--- src/rtl/card_regs_pkg.sv ---
package card_regs_pkg;

   // Which register an address selects.
   typedef enum logic [4:0] {
      RG_NONE, RG_PWR, RG_CLK, RG_ARG, RG_CMD, RG_RCMD, RG_RSP, RG_DTMR,
      RG_DLEN, RG_DCTL, RG_DCNT, RG_STAT, RG_CLR, RG_MSK, RG_FCNT,
      RG_FIFO, RG_ID
   } reg_sel_e;

   // Word indices (byte offset / 4) of the map.
   localparam int WI_PWR     = 0;
   localparam int WI_CLK     = 1;
   localparam int WI_ARG     = 2;
   localparam int WI_CMD     = 3;
   localparam int WI_RCMD    = 4;
   localparam int WI_RSP_LO  = 5;
   localparam int WI_RSP_HI  = 8;
   localparam int WI_DTMR    = 9;
   localparam int WI_DLEN    = 10;
   localparam int WI_DCTL    = 11;
   localparam int WI_DCNT    = 12;
   localparam int WI_STAT    = 13;
   localparam int WI_CLR     = 14;
   localparam int WI_MSK_LO  = 15;
   localparam int WI_MSK_HI  = 16;
   localparam int WI_FCNT    = 18;
   localparam int WI_FIFO_LO = 32;
   localparam int WI_FIFO_HI = 47;
   localparam int WI_ID_LO   = 1016;
   localparam int WI_ID_HI   = 1023;

   localparam int CMD_GO_BIT  = 10;
   localparam int DATA_GO_BIT = 0;

   function automatic logic [7:0] id_byte(input logic [2:0] idx);
      case (idx)
         3'd0: id_byte = 8'h81;
         3'd1: id_byte = 8'h11;
         3'd2: id_byte = 8'h04;
         3'd3: id_byte = 8'h00;
         3'd4: id_byte = 8'h0D;
         3'd5: id_byte = 8'hF0;
         3'd6: id_byte = 8'h05;
         default: id_byte = 8'hB1;
      endcase
   endfunction

endpackage

--- src/rtl/card_regs_decode.sv ---
module card_regs_decode
   import card_regs_pkg::*;
#(
   parameter int ADDR_W = 12
) (
   input  logic [ADDR_W-3:0] word_addr,
   output reg_sel_e          sel,
   output logic [2:0]        sub
);
   localparam int WA_W = ADDR_W - 2;
   typedef logic [WA_W-1:0] wa_t;

   always_comb begin
      sel = RG_NONE;
      sub = '0;
      if (word_addr >= wa_t'(WI_FIFO_LO) && word_addr <= wa_t'(WI_FIFO_HI)) begin
         sel = RG_FIFO;
      end else if (word_addr >= wa_t'(WI_ID_LO) && word_addr <= wa_t'(WI_ID_HI)) begin
         sel = RG_ID;
         sub = 3'(word_addr - wa_t'(WI_ID_LO));
      end else if (word_addr >= wa_t'(WI_RSP_LO) && word_addr <= wa_t'(WI_RSP_HI)) begin
         sel = RG_RSP;
         sub = 3'(word_addr - wa_t'(WI_RSP_LO));
      end else if (word_addr >= wa_t'(WI_MSK_LO) && word_addr <= wa_t'(WI_MSK_HI)) begin
         sel = RG_MSK;
         sub = 3'(word_addr - wa_t'(WI_MSK_LO));
      end else begin
         case (word_addr)
            wa_t'(WI_PWR):  sel = RG_PWR;
            wa_t'(WI_CLK):  sel = RG_CLK;
            wa_t'(WI_ARG):  sel = RG_ARG;
            wa_t'(WI_CMD):  sel = RG_CMD;
            wa_t'(WI_RCMD): sel = RG_RCMD;
            wa_t'(WI_DTMR): sel = RG_DTMR;
            wa_t'(WI_DLEN): sel = RG_DLEN;
            wa_t'(WI_DCTL): sel = RG_DCTL;
            wa_t'(WI_DCNT): sel = RG_DCNT;
            wa_t'(WI_STAT): sel = RG_STAT;
            wa_t'(WI_CLR):  sel = RG_CLR;
            wa_t'(WI_FCNT): sel = RG_FCNT;
            default:        sel = RG_NONE;
         endcase
      end
   end
endmodule

--- src/rtl/card_regs_ctrl.sv ---
module card_regs_ctrl
   import card_regs_pkg::*;
#(
   parameter int DATA_W   = 32,
   parameter int NARROW_W = 8,
   parameter int LEN_W    = 16
) (
   input  logic                clk,
   input  logic                rst_n,
   input  reg_sel_e            sel,
   input  logic                wr_en,
   input  logic [DATA_W-1:0]   wdata,
   output logic [NARROW_W-1:0] pwr_q,
   output logic [NARROW_W-1:0] clkdiv_q,
   output logic [DATA_W-1:0]   arg_q,
   output logic [DATA_W-1:0]   cmd_q,
   output logic [DATA_W-1:0]   dtmr_q,
   output logic [LEN_W-1:0]    dlen_q,
   output logic [NARROW_W-1:0] dctl_q,
   output logic                cmd_go,
   output logic                data_go
);
   localparam logic [DATA_W-1:0] GO_CLR = ~(DATA_W'(1) << CMD_GO_BIT);

   always_ff @(posedge clk or negedge rst_n) begin
      if (!rst_n) begin
         pwr_q    <= '0;
         clkdiv_q <= '0;
         arg_q    <= '0;
         cmd_q    <= '0;
         dtmr_q   <= '0;
         dlen_q   <= '0;
         dctl_q   <= '0;
         cmd_go   <= 1'b0;
         data_go  <= 1'b0;
      end else begin
         cmd_go  <= 1'b0;
         data_go <= 1'b0;
         if (wr_en) begin
            case (sel)
               RG_PWR:  pwr_q    <= wdata[NARROW_W-1:0];
               RG_CLK:  clkdiv_q <= wdata[NARROW_W-1:0];
               RG_ARG:  arg_q    <= wdata;
               RG_CMD: begin
                  cmd_q  <= wdata & GO_CLR;
                  cmd_go <= wdata[CMD_GO_BIT];
               end
               RG_DTMR: dtmr_q <= wdata;
               RG_DLEN: dlen_q <= wdata[LEN_W-1:0];
               RG_DCTL: begin
                  dctl_q  <= wdata[NARROW_W-1:0];
                  data_go <= wdata[DATA_GO_BIT];
               end
               default: ;
            endcase
         end
      end
   end
endmodule

--- src/rtl/card_regs_status.sv ---
module card_regs_status #(
   parameter int STAT_W  = 22,
   parameter int CLR_W   = 11,
   parameter int DATA_W  = 32,
   parameter int NUM_IRQ = 2
) (
   input  logic                      clk,
   input  logic                      rst_n,
   input  logic [STAT_W-1:0]         set_in,
   input  logic                      clr_wr,
   input  logic                      msk_wr,
   input  logic [2:0]                msk_idx,
   input  logic [DATA_W-1:0]         wdata,
   output logic [STAT_W-1:0]         sts_q,
   output logic [NUM_IRQ*DATA_W-1:0] msk_flat,
   output logic [NUM_IRQ-1:0]        irq
);
   localparam logic [STAT_W-1:0] CLR_MASK = STAT_W'((64'd1 << CLR_W) - 64'd1);

   logic [STAT_W-1:0] clr_bits;
   assign clr_bits = clr_wr ? (wdata[STAT_W-1:0] & CLR_MASK) : '0;

   always_ff @(posedge clk or negedge rst_n) begin
      if (!rst_n) sts_q <= '0;
      else        sts_q <= (sts_q & ~clr_bits) | set_in;
   end

   for (genvar n = 0; n < NUM_IRQ; n++) begin : g_line
      logic [DATA_W-1:0] m_q;
      logic              i_q;
      always_ff @(posedge clk or negedge rst_n) begin
         if (!rst_n) begin
            m_q <= '0;
            i_q <= 1'b0;
         end else begin
            if (msk_wr && int'(msk_idx) == n) m_q <= wdata;
            i_q <= |(sts_q & m_q[STAT_W-1:0]);
         end
      end
      assign msk_flat[n*DATA_W +: DATA_W] = m_q;
      assign irq[n] = i_q;
   end
endmodule

--- src/rtl/card_regs.sv ---
module card_regs
   import card_regs_pkg::*;
#(
   parameter int ADDR_W   = 12,
   parameter int DATA_W   = 32,
   parameter int NARROW_W = 8,
   parameter int LEN_W    = 16,
   parameter int STAT_W   = 22,
   parameter int CLR_W    = 11,
   parameter int NUM_IRQ  = 2,
   parameter int NUM_RSP  = 4
) (
   input  logic                    clk,
   input  logic                    rst_n,
   input  logic                    bus_sel,
   input  logic                    bus_wr,
   input  logic [ADDR_W-1:0]       bus_addr,
   input  logic [DATA_W-1:0]       bus_wdata,
   output logic [DATA_W-1:0]       bus_rdata,
   input  logic [STAT_W-1:0]       sts_set,
   input  logic [DATA_W-1:0]       resp_cmd_in,
   input  logic [NUM_RSP*DATA_W-1:0] resp_in,
   input  logic [LEN_W-1:0]        byte_cnt,
   input  logic [DATA_W-1:0]       fifo_rdata,
   input  logic                    fifo_empty,
   output logic                    fifo_pop,
   output logic                    fifo_push,
   output logic [DATA_W-1:0]       fifo_wdata,
   output logic [NARROW_W-1:0]     pwr_q,
   output logic [NARROW_W-1:0]     clkdiv_q,
   output logic [DATA_W-1:0]       arg_q,
   output logic [DATA_W-1:0]       cmd_q,
   output logic [DATA_W-1:0]       dtmr_q,
   output logic [LEN_W-1:0]        dlen_q,
   output logic [NARROW_W-1:0]     dctl_q,
   output logic                    cmd_go,
   output logic                    data_go,
   output logic [NUM_IRQ-1:0]      irq
);
   localparam int FC_W = LEN_W + 2;

   // Elaboration-time parameter checks.
   if (ADDR_W < 12) begin : g_bad_addr
      $error("card_regs: ADDR_W must cover the 4 KB map");
   end
   if (NUM_IRQ < 1 || NUM_IRQ > 2) begin : g_bad_irq
      $error("card_regs: the map has two mask slots");
   end
   if (NUM_RSP != 4) begin : g_bad_rsp
      $error("card_regs: the map has four response slots");
   end
   if (CLR_W > STAT_W || STAT_W > DATA_W) begin : g_bad_stat
      $error("card_regs: CLR_W <= STAT_W <= DATA_W required");
   end
   if (NARROW_W > DATA_W || LEN_W + 2 > DATA_W) begin : g_bad_narrow
      $error("card_regs: register widths exceed the data bus");
   end

   reg_sel_e          sel;
   logic [2:0]        sub;
   logic [1:0]        addr_unused;
   logic              wr_en;
   logic              rd_en;
   logic              clr_wr;
   logic              msk_wr;
   logic [STAT_W-1:0] sts_q;
   logic [NUM_IRQ*DATA_W-1:0] msk_flat;
   logic [FC_W-1:0]   fcnt_w;

   assign addr_unused = bus_addr[1:0];
   assign wr_en  = bus_sel &  bus_wr;
   assign rd_en  = bus_sel & ~bus_wr;
   assign clr_wr = wr_en && sel == RG_CLR;
   assign msk_wr = wr_en && sel == RG_MSK;

   card_regs_decode #(.ADDR_W(ADDR_W)) u_dec (
      .word_addr (bus_addr[ADDR_W-1:2]),
      .sel       (sel),
      .sub       (sub)
   );

   card_regs_ctrl #(.DATA_W(DATA_W), .NARROW_W(NARROW_W), .LEN_W(LEN_W)) u_ctrl (
      .clk      (clk),
      .rst_n    (rst_n),
      .sel      (sel),
      .wr_en    (wr_en),
      .wdata    (bus_wdata),
      .pwr_q    (pwr_q),
      .clkdiv_q (clkdiv_q),
      .arg_q    (arg_q),
      .cmd_q    (cmd_q),
      .dtmr_q   (dtmr_q),
      .dlen_q   (dlen_q),
      .dctl_q   (dctl_q),
      .cmd_go   (cmd_go),
      .data_go  (data_go)
   );

   card_regs_status #(.STAT_W(STAT_W), .CLR_W(CLR_W), .DATA_W(DATA_W),
                      .NUM_IRQ(NUM_IRQ)) u_sts (
      .clk      (clk),
      .rst_n    (rst_n),
      .set_in   (sts_set),
      .clr_wr   (clr_wr),
      .msk_wr   (msk_wr),
      .msk_idx  (sub),
      .wdata    (bus_wdata),
      .sts_q    (sts_q),
      .msk_flat (msk_flat),
      .irq      (irq)
   );

   // FIFO window routing.
   assign fifo_pop   = rd_en && sel == RG_FIFO && !fifo_empty;
   assign fifo_push  = wr_en && sel == RG_FIFO && byte_cnt != '0;
   assign fifo_wdata = bus_wdata;

   assign fcnt_w = ({2'b00, byte_cnt} + FC_W'(3)) >> 2;

   always_comb begin
      bus_rdata = '0;
      if (rd_en) begin
         case (sel)
            RG_PWR:  bus_rdata = DATA_W'(pwr_q);
            RG_CLK:  bus_rdata = DATA_W'(clkdiv_q);
            RG_ARG:  bus_rdata = arg_q;
            RG_CMD:  bus_rdata = cmd_q;
            RG_RCMD: bus_rdata = resp_cmd_in;
            RG_RSP:  bus_rdata = resp_in[DATA_W*int'(sub[1:0]) +: DATA_W];
            RG_DTMR: bus_rdata = dtmr_q;
            RG_DLEN: bus_rdata = DATA_W'(dlen_q);
            RG_DCTL: bus_rdata = DATA_W'(dctl_q);
            RG_DCNT: bus_rdata = DATA_W'(byte_cnt);
            RG_STAT: bus_rdata = DATA_W'(sts_q);
            RG_MSK:  bus_rdata = (int'(sub[0]) < NUM_IRQ) ?
                                 msk_flat[DATA_W*int'(sub[0]) +: DATA_W] : '0;
            RG_FCNT: bus_rdata = DATA_W'(fcnt_w);
            RG_FIFO: bus_rdata = fifo_empty ? '0 : fifo_rdata;
            RG_ID:   bus_rdata = DATA_W'(id_byte(sub));
            default: bus_rdata = '0;
         endcase
      end
   end
endmodule

--- config.mk ---
export PLATFORM = sky130hd
export DESIGN_NAME = card_regs
export DESIGN_NICKNAME = d
export VERILOG_FILES = /design/src/rtl/card_regs_pkg.sv /design/src/rtl/card_regs_decode.sv /design/src/rtl/card_regs_ctrl.sv /design/src/rtl/card_regs_status.sv /design/src/rtl/card_regs.sv
export SDC_FILE = /design/constraint.sdc
export NUM_CORES = 1
export LEC_CHECK = 0
export ABC_AREA = 1
export CAP_MARGIN = 10
export CORE_MARGIN = 2
export CORE_UTILIZATION = 44
export CTS_BUF_LIST = sky130_fd_sc_hd__clkbuf_4
export DETAILED_ROUTE_END_ITERATION = 10
export PLACE_DENSITY_LB_ADDON = 0.1
export SYNTH_ARGS = -nofsm -noshare
export SYNTH_HDL_FRONTEND = slang
export SYNTH_HIERARCHICAL = 1
export SYNTH_SLANG_ARGS = --single-unit
--- constraint.sdc ---
create_clock -name clk -period 2.9 [get_ports clk]
set_clock_uncertainty 0.15 [all_clocks]
set_input_delay 0.29 -clock clk [delete_from_list [all_inputs] [get_ports clk]]
set_output_delay 0.29 -clock clk [all_outputs]
set_load 0.005 [all_outputs]
==> results of run 1 <==
[critical path, cell delays in order]
cell and delay (ns):
buf_8 0.11, buf_6 0.11, ha_4 0.16, inv_2 0.05, nand2_2 0.04, o211ai_1 0.10
nand3_1 0.11, nand2_1 0.08, nand4_1 0.12, buf_6 0.16, buf_6 0.12, nor2_4 0.15
buf_8 0.16, buf_12 0.12, nand4_1 0.26, nand2_1 0.14, nor2_1 0.05, nand3_1 0.08
nor2_1 0.05, nor2_1 0.11, buf_2 0.14
[power breakdown]
| group | switching [mW] | internal, mW | leakage [nW] | total, mW |
|---|---|---|---|---|
| sequential | 0.245 | 3.32 | 2.98 | 3.56 |
| combinational | 0.872 | 1.01 | 9.21 | 1.88 |
| clock | 1.42 | 1.27 | 0.404 | 2.69 |
[flip-flops by register name, indices dropped and copies added, names as in the netlist]
name / flops
u_ctrl/dtmr_q: 32
u_ctrl/cmd_q: 31
u_ctrl/cmd_go: 1
u_ctrl/data_go: 1
u_ctrl/pwr_q: 8
u_sts/sts_q: 22
u_ctrl/clkdiv_q: 8
u_ctrl/arg_q: 32
u_ctrl/dctl_q: 8
u_ctrl/dlen_q: 16
u_sts/g_line.i_q: 2
u_sts/g_line.m_q: 64
[cell type report]
class                           count  share of cell area
Inverter                          109              0.0183
Sequential cell                   225               0.223
Clock inverter                     18             0.00323
Timing Repair Buffer              819               0.331
Tap cell                          448              0.0222
Clock buffer                       80              0.0238
Multi-Input combinational cell   1761               0.378
Antenna cell                        3            0.000298
[worst max path at each step]
stage / from / to / slack (ns) / depth (start not counted)
4_1_cts: bus_addr[2] / bus_rdata[6] / -0.26 / 23
2_1_floorplan: bus_addr[2] / u_sts/g_line[1].m_q[17] / 0.02 / 15
5_1_grt: bus_addr[2] / bus_rdata[11] / -0.39 / 21
3_5_place_dp: bus_addr[3] / bus_rdata[19] / -1.42 / 20
3_3_place_gp: bus_addr[2] / bus_rdata[19] / -1.37 / 18
6_report: bus_addr[2] / bus_rdata[11] / -0.29 / 21
[synth_stat cells (12+ instances only)]
| master | n |
|---|---|
| inv_2 | 18 |
| nor2_1 | 189 |
| a21oi_1 | 31 |
| buf_4 | 42 |
| nand4_1 | 50 |
| buf_2 | 52 |
| dfrtp_1 | 225 |
| or2_2 | 12 |
| buf_6 | 14 |
| nand3_1 | 321 |
| clkbuf_1 | 38 |
| nor2_2 | 15 |
| inv_1 | 91 |
| nand2_1 | 995 |
| o21ai_2 | 40 |
| o21ai_1 | 25 |
[what timing repair did]
item,4_1_cts,5_1_grt
setup buffers,65,33
resized for setup,489,254
pin swaps,150,172
cloned,8,3
endpoints found under the hold margin,242,0
setup endpoints to repair,79,34
hold buffers,19,0
[kinds of logic (layout without fill, tap and decap cells)]
group	Yosys count	after routing	synth area share
buffers and inverters	257	1026	0.0881
xor gates and xnor gates	1	1	0.000592
other	1	4	0.000254
AOI/OAI and AO/OA	119	119	0.0536
DFF	225	225	0.381
and+or+nand+nor	1634	1634	0.472
adders and majority gates	6	6	0.00508
[layer usage]
metal  track usage  up-vias
li1              -     8640
met1         0.595     9307
met2         0.643     1689
met3         0.129      274
met4         0.189        0
met5             0        -
[per-stage QoR]
| stage | std cells | total power, mW | hold WS [ns] |
|---|---|---|---|
| floorplan | 2243 | 3.94 | -0.156 |
| global placement | 3247 | 5.21 | 0.124 |
| detailed placement | 3247 | 5.22 | 0.123 |
| CTS | 3433 | 8.00 | 0.0284 |
| global route | 3463 | 8.40 | 0.0252 |
| finish | 3463 | 8.14 | 0.0279 |
==> run metrics, run 1 <==
number of remaining DRC errors 0; WL final ~81,000 um; failing checks setup timing; Avg Cell Area, Syn approximately 6.6 um2; layout cells sized above 1 0.288; Cells after Synth 2,243; design area approximately 25,000 um2; clk sinks between 200 and 250; FF-to-FF End u_sts/g_line[0].i_q; Max clock buf depth 3; max_cap viols 0; worst reg2reg setup slack 1.51 ns; Rows 67; top routing layer in use met4; PortBufs 481; Crit Path Max Fanout 7; Post-Place Setup Slack -1.42 ns; pwr/cell area 323 nW/um2; endpoints failing hold 0; Pleak between 10 and 15 nW; Initial Utilization 0.444; Final setup viols 32; Synth Cell Area approximately 15,000 um2; synth warn 6; Crit Path Category in -> out; fmax approximately 310 MHz; worst slew pin tran roughly 1 ns; Final min period 3.19 ns; register area ~5600 um2; core area 33,300 um2; chip width 187 um; post-layout util 0.757; relative slew slack 0.334; Detailed Routing Iterations Pass 1 6; routed via count divided by cell count 5.75; r2r startpoint u_sts/sts_q[5]; commonest non-fill, non-tap cell in the layout nand2_1; final worst slack -0.290 ns; CTS tree done; fin. max-slew vios 0; vias in the first global route around 19,000; post-synth top area share 0.381; post-synth top area cell dfrtp_1; dpl hpwl around 58,000 um; Die Y roughly 190 um; Hold Crit Class in -> reg; Placed Area approximately 21,000 um2; Reg2Reg Depth 4; clk slew on worst S/H paths 0.06 ns; Detail Route Antenna Nets 0; Async S/R FF share, synth 1.00; hold_sp sts_set[7]; ranking of synthesized cells by area dfrtp_1 (38%), nand2_1 (25%), nand3_1 (11%); GR Util All Layers 0.436; Layout area overhead 70.4%; metal3 WL about 11,000 um; CTS buffer count 60; Max H-tree Level 2; CP Launch Type primary input; met1 wire length roughly 31,000 um; Clock Latency Late Sink roughly 0.80 ns; status complete, but fails checks; commonest cells after routing, fill and taps aside nand2_1 (866), clkdlybuf4s50_1 (436), nand3_1 (263), dfrtp_1 (225), buf_4 (182); Filler cells between 2,000 and 2,500; Hold EP u_sts/sts_q[7]; endpoint class of the critical path output pin; top_reg_cell synth dfrtp_1; gpl congestion roughly 1.1; RSZ-0062 raised after global routing true; total grt overflow 0; initial antenna violation count 4; DR vias between 15,000 and 20,000; period utilization 1.10; setup TNS -7.17 ns; post-synthesis sequential area ratio 0.381; Mapped Nets 2,528; Synth cell types 41; crit path DAT about 2.8 ns; die area 35,100 um2; Top Ports 485; clock root buffer clkbuf_4; nets about 3,300; WP data required approximately 2.5 ns; hold depth 2; Max VDD drop 0.318 mV; pin count of the biggest net entering global routing 67; Post-synth EDFFs 0; multi-input logic area between 9000 and 10,000 um2; WL met2 34,700 um; first-pass GRT wire length 116,000 um; DR WL/cell about 23 um; Synth Register Bits about 230; initial DRC count 2,819
No activity file was read; power rests on OpenSTA's default activity.
==> run 2: changes to the inputs <==
CAP_MARGIN = 20   (was 10)
==> results of run 2 <==
The final DEF is identical to that of run 1; final timing and power are the same.
==> run 3: changes to the inputs <==
CTS_CLUSTER_SIZE = 30   (was unset)
==> results of run 3 <==
The final DEF is identical to that of run 1; final timing and power are the same.
